--- config.mk ---
export PLATFORM = sky130hd
export DESIGN_NAME = rfsh_sched
export DESIGN_NICKNAME = d
export VERILOG_FILES = /design/src/rtl/rfsh_pkg.sv /design/src/rtl/rfsh_ivl_timer.sv /design/src/rtl/rfsh_thr_timer.sv /design/src/rtl/rfsh_rank_ctl.sv /design/src/rtl/rfsh_rr_pick.sv /design/src/rtl/rfsh_sched.sv
export SDC_FILE = /design/constraint.sdc
export NUM_CORES = 1
export LEC_CHECK = 0
export ABC_CLOCK_PERIOD_IN_PS = 3600
export BUFFER_PORTS_ARGS = -buffer_cell sky130_fd_sc_hd__clkbuf_2
export CORE_UTILIZATION = 33
export DETAILED_ROUTE_END_ITERATION = 6
export HOLD_SLACK_MARGIN = 0.12
export PLACE_DENSITY = 0.57
export SLEW_MARGIN = 40
export SYNTH_ARGS = -nofsm -noshare
export SYNTH_HDL_FRONTEND = slang
export SYNTH_HIERARCHICAL = 1
export SYNTH_SLANG_ARGS = --single-unit
--- constraint.sdc ---
create_clock -name clk -period 3.6 [get_ports clk]
set_input_delay 0.72 -clock clk [delete_from_list [all_inputs] [get_ports clk]]
set_output_delay 0.72 -clock clk [all_outputs]
set_load 0.01 [all_outputs]
--- src/rtl/rfsh_pkg.sv ---
package rfsh_pkg;
  localparam int OWE_LIMIT_DEF = 8;
  localparam int REFI_SCALE_SH = 3;

  typedef struct packed {
    logic pan;
    logic opp;
  } rank_want_t;
endpackage

--- src/rtl/rfsh_ivl_timer.sv ---
module rfsh_ivl_timer #(
  parameter int REFI_W = 10,
  parameter int SCALE_SH = 3
) (
  input  logic              clk,
  input  logic              rst,
  input  logic [REFI_W-1:0] cfg_refi8,
  output logic              tick
);
  localparam int CNT_W = REFI_W + SCALE_SH;

  logic [CNT_W-1:0] cnt_q;
  logic [CNT_W-1:0] period;
  logic [CNT_W-1:0] last;
  logic             enabled;

  assign period  = {cfg_refi8, {SCALE_SH{1'b0}}};
  assign last    = period - 1'b1;
  assign enabled = (cfg_refi8 != '0);

  always_ff @(posedge clk) begin
    if (rst) begin
      cnt_q <= '0;
      tick  <= 1'b0;
    end else if (!enabled) begin
      cnt_q <= '0;
      tick  <= 1'b0;
    end else if (cnt_q >= last) begin
      cnt_q <= '0;
      tick  <= 1'b1;
    end else begin
      cnt_q <= cnt_q + 1'b1;
      tick  <= 1'b0;
    end
  end
endmodule

--- src/rtl/rfsh_thr_timer.sv ---
module rfsh_thr_timer #(
  parameter int THR_W = 11
) (
  input  logic             clk,
  input  logic             rst,
  input  logic [THR_W-1:0] cfg_thr,
  input  logic             restart,
  output logic             ok,
  output logic             err
);
  logic [THR_W-1:0] cnt_q;
  logic [THR_W-1:0] eff;
  logic             bad_code;

  assign bad_code = (cfg_thr == '0);
  assign eff      = bad_code ? THR_W'(1) : cfg_thr;
  assign ok       = (cnt_q == '0);

  always_ff @(posedge clk) begin
    if (rst) begin
      cnt_q <= '0;
      err   <= 1'b0;
    end else begin
      if (restart) begin
        cnt_q <= eff - 1'b1;
      end else if (cnt_q != '0) begin
        cnt_q <= cnt_q - 1'b1;
      end
      if (bad_code) begin
        err <= 1'b1;
      end
    end
  end
endmodule

--- src/rtl/rfsh_rank_ctl.sv ---
module rfsh_rank_ctl
  import rfsh_pkg::*;
#(
  parameter int RFC_W = 9,
  parameter int OWE_LIMIT = OWE_LIMIT_DEF
) (
  input  logic             clk,
  input  logic             rst,
  input  logic             tick,
  input  logic             idle,
  input  logic             thr_ok,
  input  logic             take,
  input  logic [RFC_W-1:0] cfg_rfc,
  output rank_want_t       want,
  output logic             blocked
);
  localparam int OWE_W = $clog2(OWE_LIMIT + 1);
  localparam logic [OWE_W-1:0] OWE_TOP = OWE_W'(OWE_LIMIT);

  logic [OWE_W-1:0] owe_q;
  logic [RFC_W-1:0] rec_q;
  logic             recovered;

  assign recovered = (rec_q == '0);
  assign want.pan  = (owe_q == OWE_TOP) && recovered;
  assign want.opp  = (owe_q != '0) && idle && thr_ok && recovered;

  always_ff @(posedge clk) begin
    if (rst) begin
      owe_q   <= '0;
      rec_q   <= '0;
      blocked <= 1'b0;
    end else begin
      case ({tick, take})
        2'b10: if (owe_q != OWE_TOP) owe_q <= owe_q + 1'b1;
        2'b01: if (owe_q != '0) owe_q <= owe_q - 1'b1;
        default: ;
      endcase
      if (take) begin
        rec_q   <= cfg_rfc;
        blocked <= (cfg_rfc != '0);
      end else if (rec_q != '0) begin
        rec_q   <= rec_q - 1'b1;
        blocked <= (rec_q != RFC_W'(1));
      end
    end
  end
endmodule

--- src/rtl/rfsh_rr_pick.sv ---
module rfsh_rr_pick #(
  parameter int N = 4,
  parameter int IW = (N > 1) ? $clog2(N) : 1
) (
  input  logic [N-1:0]  pan_vec,
  input  logic [N-1:0]  opp_vec,
  input  logic [IW-1:0] ptr,
  output logic          any,
  output logic          is_pan,
  output logic [IW-1:0] idx
);
  logic [N-1:0] cand;
  logic         found;
  int           j;

  always_comb begin
    is_pan = |pan_vec;
    cand   = is_pan ? pan_vec : opp_vec;
    any    = |cand;
    idx    = '0;
    found  = 1'b0;
    j      = 0;
    for (int off = 0; off < N; off++) begin
      j = int'(ptr) + off;
      if (j >= N) j = j - N;
      if (!found && cand[IW'(j)]) begin
        found = 1'b1;
        idx   = IW'(j);
      end
    end
  end
endmodule

--- src/rtl/rfsh_sched.sv ---
module rfsh_sched
  import rfsh_pkg::*;
#(
  parameter int NUM_RANKS = 4,
  parameter int RFC_W = 9,
  parameter int REFI_W = 10,
  parameter int THR_W = 11,
  parameter int OWE_LIMIT = OWE_LIMIT_DEF,
  localparam int IW = (NUM_RANKS > 1) ? $clog2(NUM_RANKS) : 1
) (
  input  logic                 clk,
  input  logic                 rst,
  input  logic [RFC_W-1:0]     cfg_rfc,
  input  logic [REFI_W-1:0]    cfg_refi8,
  input  logic [THR_W-1:0]     cfg_thr,
  input  logic [NUM_RANKS-1:0] rank_idle,
  input  logic                 grant,
  output logic                 req_valid,
  output logic [IW-1:0]        req_rank,
  output logic                 req_panic,
  output logic [NUM_RANKS-1:0] act_block,
  output logic                 cfg_err
);
  logic                 tick;
  logic                 thr_ok;
  logic                 accepted;
  logic [NUM_RANKS-1:0] take;
  logic [NUM_RANKS-1:0] pan_vec;
  logic [NUM_RANKS-1:0] opp_vec;
  logic                 pick_any;
  logic                 pick_pan;
  logic [IW-1:0]        pick_idx;
  logic [IW-1:0]        ptr_q;

  assign accepted = req_valid && grant;

  rfsh_ivl_timer #(
    .REFI_W  (REFI_W),
    .SCALE_SH(REFI_SCALE_SH)
  ) u_ivl (
    .clk      (clk),
    .rst      (rst),
    .cfg_refi8(cfg_refi8),
    .tick     (tick)
  );

  rfsh_thr_timer #(
    .THR_W(THR_W)
  ) u_thr (
    .clk    (clk),
    .rst    (rst),
    .cfg_thr(cfg_thr),
    .restart(accepted && !req_panic),
    .ok     (thr_ok),
    .err    (cfg_err)
  );

  for (genvar g = 0; g < NUM_RANKS; g++) begin : g_rank
    rank_want_t want;
    assign take[g]    = accepted && (req_rank == IW'(g));
    assign pan_vec[g] = want.pan;
    assign opp_vec[g] = want.opp;

    rfsh_rank_ctl #(
      .RFC_W    (RFC_W),
      .OWE_LIMIT(OWE_LIMIT)
    ) u_rank (
      .clk    (clk),
      .rst    (rst),
      .tick   (tick),
      .idle   (rank_idle[g]),
      .thr_ok (thr_ok),
      .take   (take[g]),
      .cfg_rfc(cfg_rfc),
      .want   (want),
      .blocked(act_block[g])
    );
  end

  rfsh_rr_pick #(
    .N (NUM_RANKS),
    .IW(IW)
  ) u_pick (
    .pan_vec(pan_vec),
    .opp_vec(opp_vec),
    .ptr    (ptr_q),
    .any    (pick_any),
    .is_pan (pick_pan),
    .idx    (pick_idx)
  );

  always_ff @(posedge clk) begin
    if (rst) begin
      req_valid <= 1'b0;
      req_rank  <= '0;
      req_panic <= 1'b0;
      ptr_q     <= '0;
    end else if (req_valid) begin
      if (grant) begin
        req_valid <= 1'b0;
        ptr_q     <= (req_rank == IW'(NUM_RANKS - 1)) ? '0 : req_rank + 1'b1;
      end
    end else if (pick_any) begin
      req_valid <= 1'b1;
      req_rank  <= pick_idx;
      req_panic <= pick_pan;
    end
  end
endmodule

# Word-level counts from Yosys, hierarchy flattened
# Index checks and enable logic that the tools add are counted.
# totals
reg_bits	88
output_inout_bits	9
# classes
reduce_logical	66
n_bitwise	2
muxes	60
n_lt_le_gt_ge	9
addsub	24
n_eq_ne	31
# ops
operator	n
2-to-1 mux 9 bit	8
nonzero test 9 bit	5
logical NOT 9 bit	4
2-to-1 mux 4 bit	9
!= test 9 x 1 -> 1 bit, second input constant	4
subtractor 9 x 1 -> 9 bit, second input constant	4
2-to-1 mux 11 bit	3
one-hot mux 4 bit (2 select lines)	4
logical AND 1 bit	25
2-to-1 mux 1 bit	23
logical NOT 11 bit	2
subtractor 11 x 1 -> 11 bit, second input constant	2
2-to-1 mux 2 bit	9
nonzero test 2 bit	9
adder 4 x 1 -> 4 bit, second input constant	4
equality test 4 bit, second input constant	4
less-than comparator 2 x 4 -> 1 bit, second input constant	4
!= test 2 x 1 -> 1 bit, second input constant	8
!= test 4 bit, second input constant	4
nonzero test 4 bit	4
subtractor 4 x 1 -> 4 bit, second input constant	4
adder 13 x 1 -> 13 bit, second input constant	1
>= comparator 13 bit	1
subtractor 13 x 1 -> 13 bit, second input constant	1
19 further kinds	46

# Longest topological paths before layout
# depth
word_depth	18
depth_mapped	12
mapped_depth_nobuf	12

# Modules after synthesis
# Netlist, hierarchy kept.
# by_module_without_submodules
module	n_inst	area_each_um2	cells_per_inst
rfsh_rank_ctl at g_rank[1].u_rank ...	3	839.6	97
rfsh_ivl_timer	1	1066.0	115
rfsh_rank_ctl at g_rank[0].u_rank	1	942.2	114
rfsh_thr_timer	1	798.3	86
rfsh_sched	1	316.6	34
rfsh_rr_pick	1	152.6	22

# Worst setup path before layout
# No wires, ideal clock.
# synth_timing
path_kind	in2reg
start	in cfg_refi8[2]
end	reg u_ivl.cnt_q[4]
t_arrival_ns	2.588
slack_ns	0.896
setup_ns	0.116
path_stages	10
path_cell_list	nor3_2 > nand2_1 > nor4_1 > xnor2_1 > ha_1 > nand4_1 > or3_4 > o21ai_4 > buf_12 > nor3_2
# synth_between
elab_chain_len	3
elab_cells_between_ends	5
classes_between	add/sub: 1; order compare: 1; bitwise: 1; reduce/logical: 2
# synth_lines
item	line	source
start: declaration	rfsh_sched.sv:14	input logic [REFI_W-1:0] cfg_refi8,
subtractor 13 x 1 -> 13 bit / nonzero test 10 bit (equally long branches)	rfsh_ivl_timer.sv:18, rfsh_ivl_timer.sv:19	
>= comparator 13 bit / NOT 1 bit (equally long branches)	-	
OR reduction 3 bit (no line) (*)	-	
end signal: assignment	rfsh_ivl_timer.sv:32	cnt_q <= cnt_q + 1'b1;
end: declaration	rfsh_ivl_timer.sv:12	logic [CNT_W-1:0] cnt_q;
# Mark *: on every way between the ends. The rest lies on a longest branch, timed or not.
# A chain may end at the register's enable or synchronous reset.

==> results.rst <==
.. list-table::
   :header-rows: 1

   * - Metric
     - Value
   * - Final period utilization
     - 0.803
   * - Finished layout cell area
     - 6580 um^2
   * - Y dimension of the die
     - 135 um
   * - Worst setup SP type
     - flip-flop
   * - Wire length after detailed routing
     - 13600 um
   * - DRC violation count after routing
     - 0
   * - Final cell count without fillers
     - 939
   * - Post-place setup slack
     - 0.443 ns
   * - GP Congestion
     - 0.772
   * - Routed via count divided by cell count
     - 5.27
   * - Clock tree from TritonCTS
     - built
   * - Maximum clock frequency
     - 0.346 GHz
   * - Share of synthesized flip-flops with an asynchronous set or reset
     - 0
   * - Global-route wire length before repair
     - 22600 um
   * - Logic depth of the worst register-to-register path
     - 11
   * - Max_slew headroom
     - 0.485
   * - Number of clock sinks seen by CTS
     - 88
   * - Path type of the worst setup path
     - flip-flop to flip-flop
   * - Port Buffers
     - 45
   * - Proportion of netlist area held by the largest area contributor
     - 0.304
   * - Buffer cell driving the clock tree root
     - clkbuf_16
   * - Worst slew pin tran
     - 0.773 ns
   * - Total Die Area
     - 18100 um^2
   * - Half-perimeter wire length after placement
     - 10000 um
   * - Quantity of hold-fixing buffers added after cts
     - 0
   * - Reg-to-reg endpoint
     - req_rank[1]
   * - Share of final-layout standard cells stronger than drive strength 1
     - 0.203
   * - Number of top-level pins
     - 46
   * - Final worst hold slack
     - 0.487 ns
   * - Capturing element type of the critical path
     - flip-flop
   * - Post-CTS Setup Repair Bufs
     - 0
   * - Arrival time at the worst endpoint
     - 3.11 ns
   * - Antenna Nets Post-Route
     - 0
   * - Maximum number of pins on one net before global-route repair
     - 32
   * - Initial DRC Count
     - 257
   * - GRT Util Overall
     - 0.156
   * - Inst Count DP
     - 923
   * - Setup Skew
     - 0.00835 ns
   * - Syn_nets
     - 731
   * - Final setup violation count
     - 0
   * - Clock Pin Slew Worst Setup and Hold Paths
     - 0.07 ns
   * - Number of max-slew violations in the final report
     - 0
   * - Overall Power
     - 4.12 mW
   * - Post-Synthesis Cell Area
     - 5790 um^2
   * - Peak VDD IR
     - 0.000219 V
   * - Min Tclk post-route
     - 2.89 ns
   * - Worst-path fanout max
     - 8
   * - Pleak
     - 2.48 nW
   * - Post-synth top area cell
     - dfxtp_1
   * - Core ar.
     - 17200 um^2
   * - Origin of the worst min-delay path
     - u_thr/err
   * - Number of nets in the finished design
     - 778
   * - Sequential element share of the synthesized area
     - 0.304
   * - Antenna violations before repair
     - 0
   * - Status
     - finished, final reports clean
   * - Reg2reg start
     - g_rank[0].u_rank/rec_q[0]
   * - Ratio of total power to cell area
     - 626 nW/um^2
   * - Top area cells in the synthesized netlist
     - dfxtp_1 30%, ha_1 6.9%, xnor2_1 5.6%, nor3_1 4.1%, nor2_1 3.5%
   * - Total global routing overflow
     - 0
   * - Post-synth EDFFs
     - 0
   * - Maximum buffer depth of the clock tree
     - 2
   * - CTS H-tree depth
     - 3
   * - TritonCTS Buffers
     - 9
   * - Layout Utilization
     - 0.382
   * - Fill count
     - 1755
   * - CTS-repair resized insts
     - 0
   * - Initial standard-cell utilization of the core
     - 0.336
   * - Setup repair after global routing missed its margin
     - no
   * - Reg2Reg Setup Slack
     - 0.71 ns
   * - Ant diodes
     - 0
   * - Endpoint required time on the critical path
     - 3.82 ns
   * - Insertion delay of the later-clocked pin in the worst-skew pair
     - 0.34 ns
   * - Row count
     - 48
   * - X dimension of the die
     - 135 um
   * - Number of distinct library cells after synthesis
     - 83
   * - Number of detailed-routing iterations run before antenna repair
     - 4
   * - Final-layout setup total negative slack
     - 0 ns
   * - Wire length per cell after detailed routing
     - 14.5 um
   * - Critical path launch point
     - g_rank[0].u_rank/rec_q[0]
   * - Hold Path Sink
     - u_thr/err
   * - Final Worst Setup Slack
     - 0.709 ns
   * - Post-synthesis cell count
     - 662
   * - Post-detailed-placement cell area
     - 6250 um^2
   * - Avg Synthesized Cell Area
     - 8.75 um^2
   * - Number of maximum-capacitance constraint violations
     - 0
   * - Number of hold-slack violations in the final timing report
     - 0
   * - Synth-to-Final Area Change
     - 13.6%
   * - Hold WC Path Type
     - flip-flop to flip-flop
   * - Synth Flop Type
     - dfxtp_1
   * - WHS Path Cells
     - 1
   * - Yosys Warn Count
     - 6
   * - Vias in the first global route
     - 4480
   * - FF+latch count, synth
     - 88
   * - Vias after detailed routing
     - 4950
==> registers in the layout, summed over array words and instances (netlist names), 2 cells and up <==
signal                 count
g_rank.u_rank/owe_q       16
g_rank.u_rank/blocked      4
u_thr/cnt_q               11
ptr_q                      2
u_ivl/cnt_q               13
g_rank.u_rank/rec_q       36
req_rank                   2
==> layer usage <==
layer / share of wire / global-route usage
met1: 0.52 / 0.218
met4: 0.014 / 0.0506
met3: 0.023 / 0.0229
met5: 0 / 0
met2: 0.45 / 0.246
==> worst max-delay path: stages, from the launching register on <==
cell	delay [ns]
dfxtp_1	0.37
inv_1	0.08
ha_1	0.25
or3b_4	0.43
and3b_1	0.41
and3_2	0.30
nor2_1	0.09
a31oi_1	0.29
o21ai_0	0.14
o22a_1	0.23
mux2i_1	0.13
nor2_1	0.05
==> cell usage in the layout (no fill, tap or decap), types with 5 or more instances in the layout <==
master     instances
dfxtp_1           88
nor2_1            53
nor3_1            48
nand2_1           45
clkbuf_2          45
xnor2_1           37
inv_1             32
ha_1              32
a21oi_1           29
nor4_1            26
mux2i_1           20
a211oi_1          17
nand3_1           14
nor3_2            13
xor2_1            12
o22ai_1           10
clkbuf_16          9
o32ai_1            8
or3_1              8
nand2b_1           8
o21ai_0            8
nand4_1            7
buf_4              7
nand3b_1           6
and3_2             5
mux2_2             5
or4_4              5
o31a_2             5
a21o_1             5
==> how the worst max path moves through the flow <==
stage | endpoint | slack [ns]
finish | req_rank[1] | 0.71
CTS | req_rank[1] | 0.68
global route | req_rank[1] | 0.44
global placement | u_ivl/cnt_q[10] | 0.46
floorplan | u_ivl/cnt_q[4] | 0.90
detailed placement | u_ivl/cnt_q[10] | 0.44
==> synthesized netlist by cell type, types with 4 or more instances <==
cell type / count
ha_1: 32
mux2i_1: 20
o31a_2: 5
a21o_1: 5
and3_1: 4
nor3_4: 4
or3_1: 8
or3b_1: 4
inv_1: 32
nand4_1: 7
nand2_1: 45
clkbuf_1: 7
a211oi_1: 17
nor4_1: 26
nor3_1: 48
nand3_1: 14
and3_2: 5
nor2_1: 54
nor4b_1: 4
a21oi_1: 29
o32ai_1: 8
or4_4: 5
nor3_2: 13
a41o_1: 4
xor2_1: 12
o22ai_1: 10
clkinv_1: 4
xnor2_1: 37
nand3b_1: 6
and2_2: 4
buf_2: 4
mux2_2: 5
dfxtp_1: 88
nand2b_1: 8
o21ai_0: 8
==> layout make-up <==
type                    instances  area [um^2]  area share
clock inverters                 6         90.1      0.0137
repair buffers                 52          278      0.0422
multi-input cells             521         3790       0.576
well taps                     225          282      0.0428
clock buffers                  10          239      0.0363
inverters                      37          139      0.0211
flip-flops and latches         88         1760       0.268
==> kinds of logic (layout without fill, tap and decap cells) <==
| logic type | after synthesis | count (layout) | synth area share |
|---|---|---|---|
| fa+ha+maj | 32 | 32 | 0.0691 |
| flops | 88 | 88 | 0.304 |
| mux | 25 | 25 | 0.0443 |
| buf+inv | 53 | 105 | 0.0415 |
| compound gates | 122 | 122 | 0.162 |
| simple gates | 293 | 293 | 0.305 |
| xor+xnor | 49 | 49 | 0.0741 |
==> report_power, final <==
group | leakage (nW) | internal (mW) | switching, mW
Combinational | 1.61 | 0.821 | 0.880
Sequential | 0.719 | 1.18 | 0.201
Clock | 0.159 | 0.630 | 0.406
Total | 2.48 | 2.63 | 1.49
(Power assumes the default switching activity.)
